## config.mk

```make
export PLATFORM = sky130hd
export DESIGN_NAME = mlc_serial_corrector
export DESIGN_NICKNAME = d
export VERILOG_FILES = /design/src/rtl/mlc_pkg.sv /design/src/rtl/mlc_vote.sv /design/src/rtl/mlc_syndrome.sv /design/src/rtl/mlc_sequencer.sv /design/src/rtl/mlc_serial_corrector.sv
export SDC_FILE = /design/constraint.sdc
export NUM_CORES = 1
export LEC_CHECK = 0
export BUFFER_PORTS_ARGS = -buffer_cell sky130_fd_sc_hd__buf_2
export CAP_MARGIN = 10
export CORE_ASPECT_RATIO = 0.75
export CORE_UTILIZATION = 56
export CTS_BUF_LIST = sky130_fd_sc_hd__clkbuf_4 sky130_fd_sc_hd__clkbuf_8 sky130_fd_sc_hd__clkbuf_16
export CTS_CLUSTER_SIZE = 30
export DETAILED_ROUTE_END_ITERATION = 12
export PLACE_DENSITY_LB_ADDON = 0.3
export RECOVER_POWER = 50
export SYNTH_ARGS = -nofsm -noshare
export SYNTH_HDL_FRONTEND = slang
export SYNTH_HIERARCHICAL = 1
export SYNTH_SLANG_ARGS = --single-unit
```

## constraint.sdc

```tcl
create_clock -name clk -period 6.39 [get_ports clk]
set_input_delay 0 -clock clk [delete_from_list [all_inputs] [get_ports clk]]
set_output_delay 0 -clock clk [all_outputs]
set_load 0.005 [all_outputs]
```

## src/rtl/mlc_pkg.sv

```systemverilog
package mlc_pkg;
  localparam int CW_N   = 15;              // code length
  localparam int CW_K   = 7;               // information bits
  localparam int CW_R   = CW_N - CW_K;     // syndrome bits
  localparam int N_CHK  = 4;               // orthogonal checks per bit
  localparam int VOTE_T = N_CHK / 2 + 1;   // flip threshold
  localparam int CNT_W  = $clog2(CW_N);

  typedef logic [CW_N-1:0] word_t;

  // Support of the dual-code generator polynomial 1+x+x^3+x^7
  localparam int TAP [N_CHK] = '{0, 1, 3, 7};

  // Parity-check row j: dual generator shifted by j positions
  function automatic word_t dual_row(input int j);
    word_t m;
    m = '0;
    for (int t = 0; t < N_CHK; t++) m[(TAP[t] + j) % CW_N] = 1'b1;
    return m;
  endfunction

  // Check i orthogonal on the top bit: shift that moves tap i onto bit N-1
  function automatic word_t ortho_mask(input int i);
    return dual_row(CW_N - 1 - TAP[i]);
  endfunction
endpackage

```

## src/rtl/mlc_vote.sv

```systemverilog
module mlc_vote
  import mlc_pkg::*;
(
  input  word_t word_i,
  output logic  flip_o
);
  logic [N_CHK-1:0]       chk_fail;
  logic [$clog2(N_CHK+1)-1:0] fail_cnt;

  for (genvar i = 0; i < N_CHK; i++) begin : g_chk
    localparam word_t MASK = ortho_mask(i);
    assign chk_fail[i] = ^(word_i & MASK);
  end

  always_comb begin
    fail_cnt = '0;
    for (int i = 0; i < N_CHK; i++) fail_cnt = fail_cnt + {{($clog2(N_CHK+1)-1){1'b0}}, chk_fail[i]};
  end

  assign flip_o = (fail_cnt >= ($clog2(N_CHK+1))'(VOTE_T));
endmodule

```

## src/rtl/mlc_syndrome.sv

```systemverilog
module mlc_syndrome
  import mlc_pkg::*;
(
  input  word_t word_i,
  output logic  err_o
);
  logic [CW_R-1:0] syn;

  for (genvar j = 0; j < CW_R; j++) begin : g_row
    localparam word_t ROW = dual_row(j);
    assign syn[j] = ^(word_i & ROW);
  end

  assign err_o = |syn;
endmodule

```

## src/rtl/mlc_sequencer.sv

```systemverilog
module mlc_sequencer
  import mlc_pkg::*;
(
  input  logic clk,
  input  logic rst_n,
  input  logic start,
  output logic load_o,
  output logic shift_o,
  output logic busy_o,
  output logic done_o
);
  typedef enum logic {S_IDLE, S_RUN} state_t;

  state_t           state_q, state_d;
  logic [CNT_W-1:0] cnt_q, cnt_d;
  logic             done_q, done_d;
  logic             last;

  assign last    = (cnt_q == CNT_W'(CW_N - 1));
  assign load_o  = (state_q == S_IDLE) && start;
  assign shift_o = (state_q == S_RUN);

  always_comb begin
    state_d = state_q;
    cnt_d   = cnt_q;
    done_d  = 1'b0;
    if (load_o) begin
      state_d = S_RUN;
      cnt_d   = '0;
    end else if (shift_o) begin
      cnt_d = cnt_q + 1'b1;
      if (last) begin
        state_d = S_IDLE;
        cnt_d   = '0;
        done_d  = 1'b1;
      end
    end
  end

  always_ff @(posedge clk or negedge rst_n) begin
    if (!rst_n) begin
      state_q <= S_IDLE;
      cnt_q   <= '0;
      done_q  <= 1'b0;
    end else begin
      state_q <= state_d;
      cnt_q   <= cnt_d;
      done_q  <= done_d;
    end
  end

  assign busy_o = (state_q == S_RUN);
  assign done_o = done_q;

  // independent round tally for checking
  logic [CNT_W:0] chk_rounds;
  always_ff @(posedge clk or negedge rst_n) begin
    if (!rst_n)      chk_rounds <= '0;
    else if (load_o) chk_rounds <= '0;
    else if (busy_o) chk_rounds <= chk_rounds + 1'b1;
  end

  AST_RESET_QUIET: assert property (@(posedge clk) $rose(rst_n) |-> (!busy_o && !done_o));
  AST_DONE_PULSE: assert property (@(posedge clk) disable iff (!rst_n) done_o |=> !done_o);
  AST_DONE_ROUNDS: assert property (@(posedge clk) disable iff (!rst_n) done_o |-> (chk_rounds == (CNT_W+1)'(CW_N) && !busy_o));
  AST_BUSY_STEADY: assert property (@(posedge clk) disable iff (!rst_n) (busy_o && start && !last) |=> busy_o);
endmodule

```

## src/rtl/mlc_serial_corrector.sv

```systemverilog
module mlc_serial_corrector
  import mlc_pkg::*;
(
  input  logic            clk,
  input  logic            rst_n,
  input  logic            start,
  input  logic [CW_N-1:0] code_in,
  output logic            busy,
  output logic            done,
  output logic [CW_N-1:0] word_out,
  output logic [CW_K-1:0] info_out,
  output logic            det_err
);
  word_t word_q, word_d, fixed;
  logic  load, shift, flip;

  mlc_sequencer u_seq (
    .clk    (clk),
    .rst_n  (rst_n),
    .start  (start),
    .load_o (load),
    .shift_o(shift),
    .busy_o (busy),
    .done_o (done)
  );

  mlc_vote u_vote (
    .word_i(word_q),
    .flip_o(flip)
  );

  // decide the top bit, then rotate so bit N-2 takes its place
  always_comb begin
    fixed           = word_q;
    fixed[CW_N-1]   = word_q[CW_N-1] ^ flip;
    word_d          = word_q;
    if (load)       word_d = code_in;
    else if (shift) word_d = {fixed[CW_N-2:0], fixed[CW_N-1]};
  end

  always_ff @(posedge clk or negedge rst_n) begin
    if (!rst_n)              word_q <= '0;
    else if (load || shift)  word_q <= word_d;
  end

  mlc_syndrome u_syn (
    .word_i(word_q),
    .err_o (det_err)
  );

  assign word_out = word_q;
  assign info_out = word_q[CW_K-1:0];

  AST_LOAD_WORD: assert property (@(posedge clk) disable iff (!rst_n) (start && !busy) |=> (busy && word_out == $past(code_in)));
  AST_IDLE_HOLD: assert property (@(posedge clk) disable iff (!rst_n) (!busy && !start) |=> ($stable(word_out) && $stable(info_out)));
endmodule

```

# Word level (Yosys, flattened, before mapping)
# Cells that the tools add are included.
# op_classes
n_eq_ne	1
shifts	0
multipliers	0
n_div	0
magnitude_cmp	1
bitwise	2
mux	11
reduce_logical	16
add_sub_neg	4
# ops
cell	n
15-bit parity	11
15-bit 2-to-1 mux	2
4-bit 2-to-1 mux	3
8-bit OR reduction	1
3-bit by 1-bit adder with 3-bit output	2
1-bit 2-to-1 mux	6
4-bit by 1-bit adder with 4-bit output (second input constant)	1
4-bit == test (second input constant)	1
3-bit by 2-bit >= comparator with 1-bit output (second input constant)	1
1-bit by 1-bit adder with 2-bit output	1
2-bit AND reduction	1
2-bit nonzero test	1
1-bit logical AND	1
1-bit logical OR	1
1-bit inverter	1
1-bit bitwise XOR	1
# totals
latchBits	0
in_bits	18
memories	0
wordCells	39
mem_bits_ro	0
ff_bits	21
ram_bits	0
out_inout_bits	25

# Depth between registers and ports, before layout
# Gate-level depths: netlist of the first run.
# logic_depth
word_depth	8
depth_mapped	10
depth_no_buf	9

# Modules after synthesis
# Netlist of the first run, hierarchy kept.
# by_module_without_submodules
module	cells_per_inst	area_per_inst_um2	seq_area_each_um2	instances
mlc_serial_corrector	74	797.0	375.4	1
mlc_sequencer	32	311.5	150.1	1
mlc_syndrome	35	267.8	0.0	1
mlc_vote	19	170.2	0.0	1

# Worst setup path after synthesis of the first run
# Ideal clock, no wire load.
# synth_timing
path_type	register -> register
startpoint	register word_q[14] (netlist: word_out[14])
endpoint	register word_q[0] (netlist: word_out[0])
required_ns	6.261
synth_period_minus_slack_ns	2.455
setup_slack_ns	3.935
stages_incl_launch_ff	11
setup_ns	0.129
t_arrival_ns	2.327
n_path_buf	1
path_cell_list	dfrtp_1 > clkbuf_2 > xnor2_1 > xnor2_1 > fa_1 > inv_1 > ha_1 > ha_1 > a21o_1 > xnor2_1 > o211ai_2
# synth_via
elab_chain_cells	8
# synth_rtl
element	line_no	source
start, declared	mlc_serial_corrector.sv:14	word_t word_q, word_d, fixed;
start signal, assigned	mlc_serial_corrector.sv:43	else if (load || shift) word_q <= word_d;
15-bit parity	mlc_vote.sv:12	assign chk_fail[i] = ^(word_i & MASK);
1-bit by 1-bit adder with 2-bit output	mlc_vote.sv:17	for (int i = 0; i < N_CHK; i++) fail_cnt = fail_cnt + {{($clog2(N_CHK+1)-1){1'b0}}, chk_fail[i]};
3-bit by 1-bit adder with 3-bit output	mlc_vote.sv:17	
3-bit by 1-bit adder with 3-bit output *	mlc_vote.sv:17	
3-bit by 2-bit >= comparator with 1-bit output *	mlc_vote.sv:20	assign flip_o = (fail_cnt >= ($clog2(N_CHK+1))'(VOTE_T));
via flip	mlc_serial_corrector.sv:15	logic load, shift, flip;
1-bit bitwise XOR *	mlc_serial_corrector.sv:35	fixed[CW_N-1] = word_q[CW_N-1] ^ flip;
15-bit 2-to-1 mux *	mlc_serial_corrector.sv:38	else if (shift) word_d = {fixed[CW_N-2:0], fixed[CW_N-1]};
15-bit 2-to-1 mux *	mlc_serial_corrector.sv:37	if (load) word_d = code_in;
# Mark *: on every way through the listed nets, which the timed path passes. The rest lies on a longest branch. The select of a mux whose other input is x is not followed.
# A chain may end at the register's enable or synchronous reset.

# Worst setup path in the final report of the first run
# layout_timing
startpoint	register word_q[6] (netlist: word_out[6])
endpoint	register word_q[0] (netlist: word_out[0])
# layout_via
elab_chain_cells	8
# layout_rtl
element	line_no
15-bit parity	mlc_vote.sv:12
1-bit by 1-bit adder with 2-bit output	mlc_vote.sv:17
3-bit by 1-bit adder with 3-bit output (2 in a row)	mlc_vote.sv:17
3-bit by 2-bit >= comparator with 1-bit output	mlc_vote.sv:20
via flip	mlc_serial_corrector.sv:15
1-bit bitwise XOR	mlc_serial_corrector.sv:35
15-bit 2-to-1 mux	mlc_serial_corrector.sv:38
15-bit 2-to-1 mux	mlc_serial_corrector.sv:37
# The timed path passes the listed nets, and every way through them passes these cells. The select of a mux whose other input is x is not followed.

==> run metrics, run 1 <==
Die H 47.5 um; Post-synth EDFFs 0; critical path fanouts, max 8; unrepaired setup endpoints after global routing no; CTS root buffer clkbuf_8; Synth Flop Type dfrtp_1; WL per Instance 13.8 um; busiest grt layer met2; Hold Path Class input port to flip-flop; Ports 43; most common cell in the synthesized netlist nand2_1; syn avg cell area 9.67 um^2; clk slew on worst S/H paths 80 ps; Total GRT Usage 22.9%; met2 usage 35.4%; Synth area leaders dfrtp_1, xnor2_1, mux2i_1, nand2_1, xor2_1; post-synthesis mux area share 9.06%; CTS Buffer Depth 2; Worst Tran Pin Value 1100 ps; final hold violations 0; switching share of total power 44.8%; Initial DRC Count 86; VDD IR max 277 uV; Layout Cells excl Fill 243; H-tree depth 1; vias per std cell 5.31; TritonCTS sink count 21; layout cell share with drive strength beyond 1 24.6%; kind of critical path flip-flop to flip-flop; Post-DP HPWL 2.28 mm; Post-synth top cells nand2_1, dfrtp_1, xnor2_1; routing usage on met1 32.9%; CTS buffer count 3; Diodes inserted 0; Post-Synth XOR/XNOR Area 17.3%; RePlAce Congestion 0.831; Rows 16; Yosys top cell area share 34.0%; first drt pass iteration count 4; status finished, final reports clean; fin util 72.2%; Yosys top cell by area dfrtp_1; Final TNS setup 0 ps; Comb power frac 64.8%; Crit. End Element flip-flop; synthesis-to-layout area growth 22.5%; CP Data Required Time 6530 ps; Power Density 660 nW/um^2; routing usage on met3 4.29%; Final setup violation count 0; min Tclk post-route 2540 ps; ys async rst share 100%; Max Cap Viol 0; Seq/Total Area, Yosys 34.0%; Internal 0.000689 W; LEAKAGE 0.926 nW; Worst-Skew Late Latency 260 ps; compound-cell area share of the yosys netlist 14.2%; post_cts resized 0; power share of the sequential group 28.1%; Starting Density 59.0%; Simple-Gate Fraction of Synth Area 11.0%; Via Count 1290; die area 2980 um^2; Min Hold Slack 90.4 ps; initial antenna violation count 0; slew margin rel. 26.5%; Core Footprint 2620 um^2; synthesized area 1550 um^2; Placed Cells 222; DRC 0; Adder-Cell Fraction of Synth Area 4.53%; fmax 393 MHz; port bufs 42; Slew Viols, Final 0; gr ovfl total 0; Worst Setup Start Kind flip-flop; largest family of logic cells by synthesized area XOR/XNOR gates; clk_skew 5.77 ps; clock power share 7.1%; vias in the first global route 1054; Detail Route Antenna Nets 0; Mapped Nets 183; Switch Pwr 0.000560 W; final net count 231; Cells after Synth 160; largest net degree at the start of global routing 33; FF+latch count, synth 21; Final Cycle Share 39.8%; arrival time worst endpoint 2690 ps; first-pass GRT wire length 5.06 mm; Die Wd 62.7 um; yosys warns 6; CTS tree yes; Fillers 212; Distinct cells, synth 38; Total Power 0.00125 W; drt total wl 3.35 mm; # Post-CTS Setup Buffers 0
## layout make-up
class / instances / area [um^2] / area share, %
clock inverter: 1 / 5.00 / 0.264
multi-input combinational: 115 / 870 / 45.9
timing repair buffer: 59 / 378 / 19.9
inverter: 8 / 30.0 / 1.59
tap: 36 / 45.0 / 2.38
clock buffer: 3 / 41.3 / 2.18
sequential: 21 / 526 / 27.7
## cell families after synthesis
family / after synthesis
mux: 14
compound gates: 32
buf+inv: 24
fa+ha+maj: 5
flops: 21
simple gates: 36
xor+xnor: 28
## power groups by stage
stage / registers [W] / logic, W / clock network [W]
final: 0.000351 / 0.000810 / 0.0000887
after global routing: 0.000368 / 0.000918 / 0.0000967
after CTS: 0.000352 / 0.000810 / 0.0000902
after detailed placement: 0.000354 / 0.000802 / 0
after global placement: 0.000344 / 0.000772 / 0
after floorplan: 0.000303 / 0.000689 / 0
## per-stage QoR
step | worst slack [ps] | cell area [um^2]
finish | 3850 | 1890
global placement | 3970 | 1680
CTS | 3840 | 1890
detailed placement | 3850 | 1680
global route | 3690 | 1890
floorplan | 3930 | 1550
## critical path: stages (launching register included)
cell	delay (ps)
dfrtp_1	520
xnor2_1	260
xnor2_1	120
fa_1	550
inv_1	50
ha_1	190
ha_1	260
a21o_1	190
xnor2_1	180
o211ai_2	100
## placed cells by master (no fill, tap or decap), drive strengths merged, types with 2 or more instances in the layout
master	synthesis	final
dfrtp	21	21
a21oi	4	4
xor2	8	8
nand2b	3	3
nand2	22	22
a211oi	2	2
nor2	3	3
buf	14	37
o21ai	16	16
xnor2	19	19
inv	8	8
mux2i	14	14
clkbuf	2	9
dlygate4sd3	0	16
o211ai	4	4
ha	4	4
nand3	3	3
## worst paths after layout
path,from,endpoint,slack (ps),depth (start not counted)
max,word_out[6],word_out[0],3850,9
min,start,u_seq/cnt_q[0],90,4
max reg2reg,word_out[6],word_out[0],3850,9
min reg2reg,u_seq/cnt_q[3],u_seq/cnt_q[3],580,1
max in group asynchronous,rst_n,word_out[11],5240,2
min in group asynchronous,rst_n,word_out[2],480,2
## per-layer routing
layer / vias to the layer above / routed length [um]
li1: 632 / -
met1: 615 / 1570
met2: 41 / 1610
met3: 2 / 155
met4: 0 / 19
met5: - / 0
## sequential cells by signal, summed over array words and instances (netlist names)
signal / count
u_seq/busy_o: 1
u_seq/cnt_q: 4
u_seq/done_o: 1
word_out: 15
## repair_timing
item                       in CTS  in global routing
setup endpoints to repair       0                  0
hold buffers                   16                  0
hold endpoints to repair       36                  0
(Power assumes the default switching activity.)
==> inputs of run 2 (changes only) <==
- CORE_UTILIZATION: 56 -> 52
- clock period: 6.39 -> 2.4 ns (I/O delays scaled with it)
==> run 2 against run 1 <==
The run now ends with setup timing left. Cell area grew 7.9%. Routed wire length grew 17%. Register-to-register slack lost 3900 ps. Critical endpoint unchanged.
==> run metrics, run 2 (synthesis gave the netlist of run 1 again) <==
Hold Path Class input port to flip-flop; Die H 49.2 um (+3.6%); Detail Route Antenna Nets 0 (unchanged); CP max-delay cell fa_1; Crit. End Element flip-flop; H-tree depth 1 (unchanged); Worst-Skew Late Latency 270 ps (about the same); Min Hold Slack 105 ps (+14.5 ps); vias in the first global route 1293 (+23%); final net count 242 (+4.8%); Post-DP HPWL 2.61 mm (+15%); kind of critical path flip-flop to flip-flop; Setup crit start word_out[14]; vias per std cell 5.40 (+1.8%); CTS root buffer clkbuf_8; Core Footprint 2720 um^2 (+3.8%); fmax 414 MHz (+5.3%); first drt pass iteration count 4 (unchanged); DP Worst Slack -16.2 ps (-3870 ps); Starting Density 56.8% (-2.2 points); Hold Startpoint start; Fillers 202 (-4.7%); commonest non-fill, non-tap cell in the layout buf_2; CP Data Required Time 2550 ps (-3980 ps); TritonCTS sink count 21 (unchanged); final hold violations 0 (unchanged); fin util 75.0% (+2.8 points); initial antenna violation count 0 (unchanged); CTS tree yes; crit-path cells xnor2_2 -> xnor2_2 -> fa_1 -> inv_1 -> ha_2 -> ha_4 -> a21o_1 -> xnor2_2 -> o211ai_2; arrival time worst endpoint 2560 ps (-130 ps); Placed Cells 233 (+5.0%); min Tclk post-route 2420 ps (-127 ps); CTS buffer count 3 (unchanged); synthesis-to-layout area growth 32.1%; Ports 43 (unchanged); clk slew on worst S/H paths 70 ps (about the same); Die Wd 65.0 um (+3.7%); WL per Instance 15.4 um (+12%); Initial DRC Count 114 (+33%); port bufs 42 (unchanged); Final Cycle Share 101% (+61 points); drt total wl 3.92 mm (+17%); unrepaired setup endpoints after global routing yes; Max Cap Viol 0 (unchanged); Diodes inserted 0 (unchanged); slowest cell delay on critical path 560 ps (about the same); failing checks setup timing; Worst Tran Pin Value 1140 ps (+37.5 ps); Layout Cells excl Fill 254 (+4.5%); critical path fanouts, max 5 (-3); largest net degree at the start of global routing 31 (-6.1%); Worst Setup Start Kind flip-flop; Worst R2R Start word_out[14]; Slew Viols, Final 0 (unchanged); Largest register FFs 15 (unchanged); Via Count 1372 (+6.4%); final worst slack -16.4 ps (-3860 ps); gr ovfl total 0 (unchanged); status complete, but fails checks; first-pass GRT wire length 6.13 mm (+21%); Total GRT Usage 25.4% (+2.5 points); slew margin rel. 24.0% (-2.5 points); layout cell share with drive strength beyond 1 33.0% (+8.4 points); die area 3200 um^2 (+7.4%); most frequent cells in the layout buf_2, nand2_1, dfrtp_1; DRC 0 (unchanged); CTS Buffer Depth 2 (unchanged); clk_skew 5.03 ps (-0.738 ps); Final setup violation count 1 (+1); RePlAce Congestion 0.779 (-6.3%); Rows 16 (unchanged); CP most frequent cell xnor2_2
-- run 2: cell count changes in the layout (fill, tap and decap cells not counted), moves of 2 or more --
cell      before  now
clkbuf_1       6    8
buf_4          0    8
clkbuf_2       0    2
xnor2_2        1   10
ha_1           4    2
xnor2_1       18    9
-- run 2: through the flow --
step           TNS (ps)  instance area (um^2)
2_1_floorplan         0                  1560
3_3_place_gp          0                  1770
3_5_place_dp      -16.2                  1770
4_1_cts               0                  1990
5_1_grt            -104                  2040
6_report          -16.4                  2040
-- run 2: cell type report --
cell class | instances | area [um^2] | area share (%)
inverter | 8 | 30.0 | 1.47
clock buffer | 4 | 48.8 | 2.39
sequential | 21 | 527 | 25.8
timing repair buffer | 70 | 440 | 21.6
multi-input combinational | 115 | 952 | 46.6
tap | 36 | 45.0 | 2.20
-- run 2: worst paths after layout --
kind                             endpoint  slack (ps)  depth (start not counted)
hold / removal             u_seq/cnt_q[3]         100                          4
hold reg to reg            u_seq/cnt_q[3]         590                          1
min in group asynchronous  u_seq/cnt_q[0]         470                          2
setup reg to reg              word_out[0]         -20                          9
setup / recovery              word_out[0]         -20                          9
max in group asynchronous    word_out[14]        1170                          2
-- run 2: worst max-delay path: cells and delay by family (launching register included) --
| kind | cells | cell delay (ps) |
|---|---|---|
| buf+inv | 1 | 60 |
| compound gates | 2 | 300 |
| flops | 1 | 480 |
| fa+ha+maj | 3 | 970 |
| xor+xnor | 3 | 490 |
-- run 2: routing by layer --
metal  global-route usage, %  vias to the layer above  wire length (um)
li1                        -                      653                 -
met1                    36.2                      648              1780
met2                    39.2                       66              1870
met3                    3.74                        5               239
met4                    8.52                        0                32
met5                       0                        -                 0
-- run 2: repair_timing --
action / 4_1_cts / 5_1_grt
setup endpoints to repair: 1 / 1
buffers inserted: 0 / 1
hold endpoints to repair: 36 / 0
hold buffers: 16 / 0
cloned: 0 / 0
gates resized for setup: 2 / 10
pin swaps: 0 / 7
Power of run 2 is left out: the tool's default activity adds up to more than one toggle a clock period on the data nets, which glitch-free logic cannot reach.
==> inputs of run 3 (changes only) <==
- CELL_PAD_IN_SITES_DETAIL_PLACEMENT: default -> 1
- CELL_PAD_IN_SITES_GLOBAL_PLACEMENT: default -> 1
- CORE_UTILIZATION: 52 -> 39
- TNS_END_PERCENT: default -> 50
==> run 3 against run 2 <==
Critical path depth stayed put. Via count is 0.36% lower. Die area is 32% higher. Routed wire length is 14% higher. The flow still finishes with violations (setup timing). Cell count is 7.1% higher. Highest routed layer unchanged. Non-clock buffer count is 2 higher.
==> run metrics, run 3 (synthesis gave the netlist of run 1 again) <==
status complete, but fails checks; failing checks setup timing; most frequent cells in the layout buf_2, nand2_1, dfrtp_1; Final TNS setup -0.891 ps (+15.5 ps); kind of critical path flip-flop to flip-flop; CTS tree yes; CTS Buffer Depth 2 (unchanged); Final setup violation count 1 (unchanged); Total Power 0.00386 W; Final Cycle Share 100% (-0.64 points); hold path cells 4 (unchanged); slew margin rel. 20.3% (-3.8 points); vias in the first global route 1453 (+12%); Design Area, Final 2020 um^2 (-1.0%); Hold Path Class input port to flip-flop; H-tree depth 1 (unchanged); family with the most delay on the worst path adder cells; min Tclk post-route 2400 ps (-15.5 ps); drt total wl 4.48 mm (+14%); CTS buffer count 3 (unchanged); arrival time worst endpoint 2560 ps (about the same); final net count 244 (+0.83%); Total GRT Usage 24.4% (-1.0 points); Die H 56.5 um (+15%); clk slew on worst S/H paths 80 ps (about the same); Detail Route Antenna Nets 0 (unchanged); VDD IR max 786 uV; WL per Instance 16.5 um (+6.7%); vias per std cell 5.03 (-7.0%); Worst R2R Start word_out[14]; Hold Startpoint start; die area 4220 um^2 (+32%); Max Cap Viol 0 (unchanged); Post-DP HPWL 3.09 mm (+18%); Ports 43 (unchanged); final worst slack -0.891 ps (+15.5 ps); CTS root buffer clkbuf_8; fmax 417 MHz (+0.64%); layout cell share with drive strength beyond 1 30.5% (-2.6 points); Diodes inserted 0 (unchanged); Core Footprint 3730 um^2 (+37%); Power Density 1910 nW/um^2; LEAKAGE 0.995 nW; critical path depth 9 (unchanged); clk_skew 0.877 ps (-4.16 ps); Area after DPL 1810 um^2 (+2.0%); Worst-Skew Late Latency 270 ps (about the same); first-pass GRT wire length 7.47 mm (+22%); Setup crit start word_out[14]; initial antenna violation count 0 (unchanged); R2R cell count 9 (unchanged); unrepaired setup endpoints after global routing yes; Crit. End Element flip-flop; Worst Tran Pin Value 1200 ps (+56.3 ps); Buf/Inv on CP 1 (unchanged); Slew Viols, Final 0 (unchanged); DRC 0 (unchanged); Die Wd 74.7 um (+15%); CP Data Required Time 2560 ps (about the same); Initial DRC Count 39 (-66%); critical path fanouts, max 5 (unchanged); gr ovfl total 0 (unchanged); Rows 19 (+3); port bufs 42 (unchanged); slowest cell delay on critical path 550 ps (about the same); final hold violations 0 (unchanged); TritonCTS sink count 21 (unchanged); Worst Setup Start Kind flip-flop; largest net degree at the start of global routing 25 (-19%); RePlAce Congestion 0.864 (+11%); CP max-delay cell fa_1; commonest non-fill, non-tap cell in the layout buf_2; first drt pass iteration count 4 (unchanged); Starting Density 41.4% (-15 points); Via Count 1367 (-0.36%); crit-path cells xnor2_2 -> xnor2_2 -> fa_1 -> inv_1 -> ha_2 -> ha_1 -> a21o_1 -> xnor2_2 -> o211ai_2; CP most frequent cell xnor2_2; Largest register FFs 15 (unchanged); synthesis-to-layout area growth 30.7%
-- run 3: changes by cell type in the layout (fill, tap and decap cells not counted), sizes merged --
cell	previous run	this run
buf	44	47
clkbuf	14	12
clkinv	0	1
-- run 3: power breakdown --
group	switching, W	internal [W]
combinational	0.00142	0.00142
clock	0.000131	0.000116
sequential	0.000239	0.000530
total	0.00179	0.00207
-- run 3: stage by stage --
stage                     instances  utilization (%)  setup WS (ps)  hold WS, ps
after floorplan                 160                -           3.58         -296
after global placement          251             48.4           66.9        -10.4
after detailed placement        251             48.4           -101       -0.732
after CTS                       272             54.8           20.2         60.7
after global routing            272             54.2          -79.2          124
final                           272             54.2         -0.891         81.7
-- run 3: area by class of cell --
type,count,area [um^2]
inverter,8,30.0
clock buffer,3,41.3
fill,457,1710
tap,52,65.1
timing repair buffer,72,452
sequential,21,527
multi-input combinational,115,902
clock inverter,1,5.00
-- run 3: worst reg2reg max path, cell delays in order (launching register included) --
cell and delay (ps):
dfrtp_2 460, xnor2_2 170, xnor2_2 170, fa_1 550, inv_1 50, ha_2 170
ha_1 270, a21o_1 190, xnor2_2 160, o211ai_2 90
-- run 3: repair_timing --
item | 4_1_cts | 5_1_grt
hold endpoints to repair | 36 | 0
cloned | 0 | 0
setup endpoints to repair | 1 | 1
pin swaps | 1 | 0
buffers inserted | 1 | 0
resized for setup | 5 | 0
hold buffers | 16 | 0
-- run 3: final timing paths --
path                                  end  slack (ps)
max in group asynchronous    word_out[14]        1120
max reg2reg                   word_out[0]        -0.9
max                           word_out[0]        -0.9
min reg2reg                u_seq/cnt_q[3]         590
min in group asynchronous    u_seq/done_o         490
min                        u_seq/cnt_q[2]          80
-- run 3: routing by layer --
metal	wire length [um]	global-route usage, %	part of all wire [%]	vias to the layer above
li1	-	-	-	652
met5	0	0	0	-
met4	50	7.28	1.1	0
met2	2150	37.6	48	42
met1	2070	34.6	46	667
met3	212	4.49	4.7	6
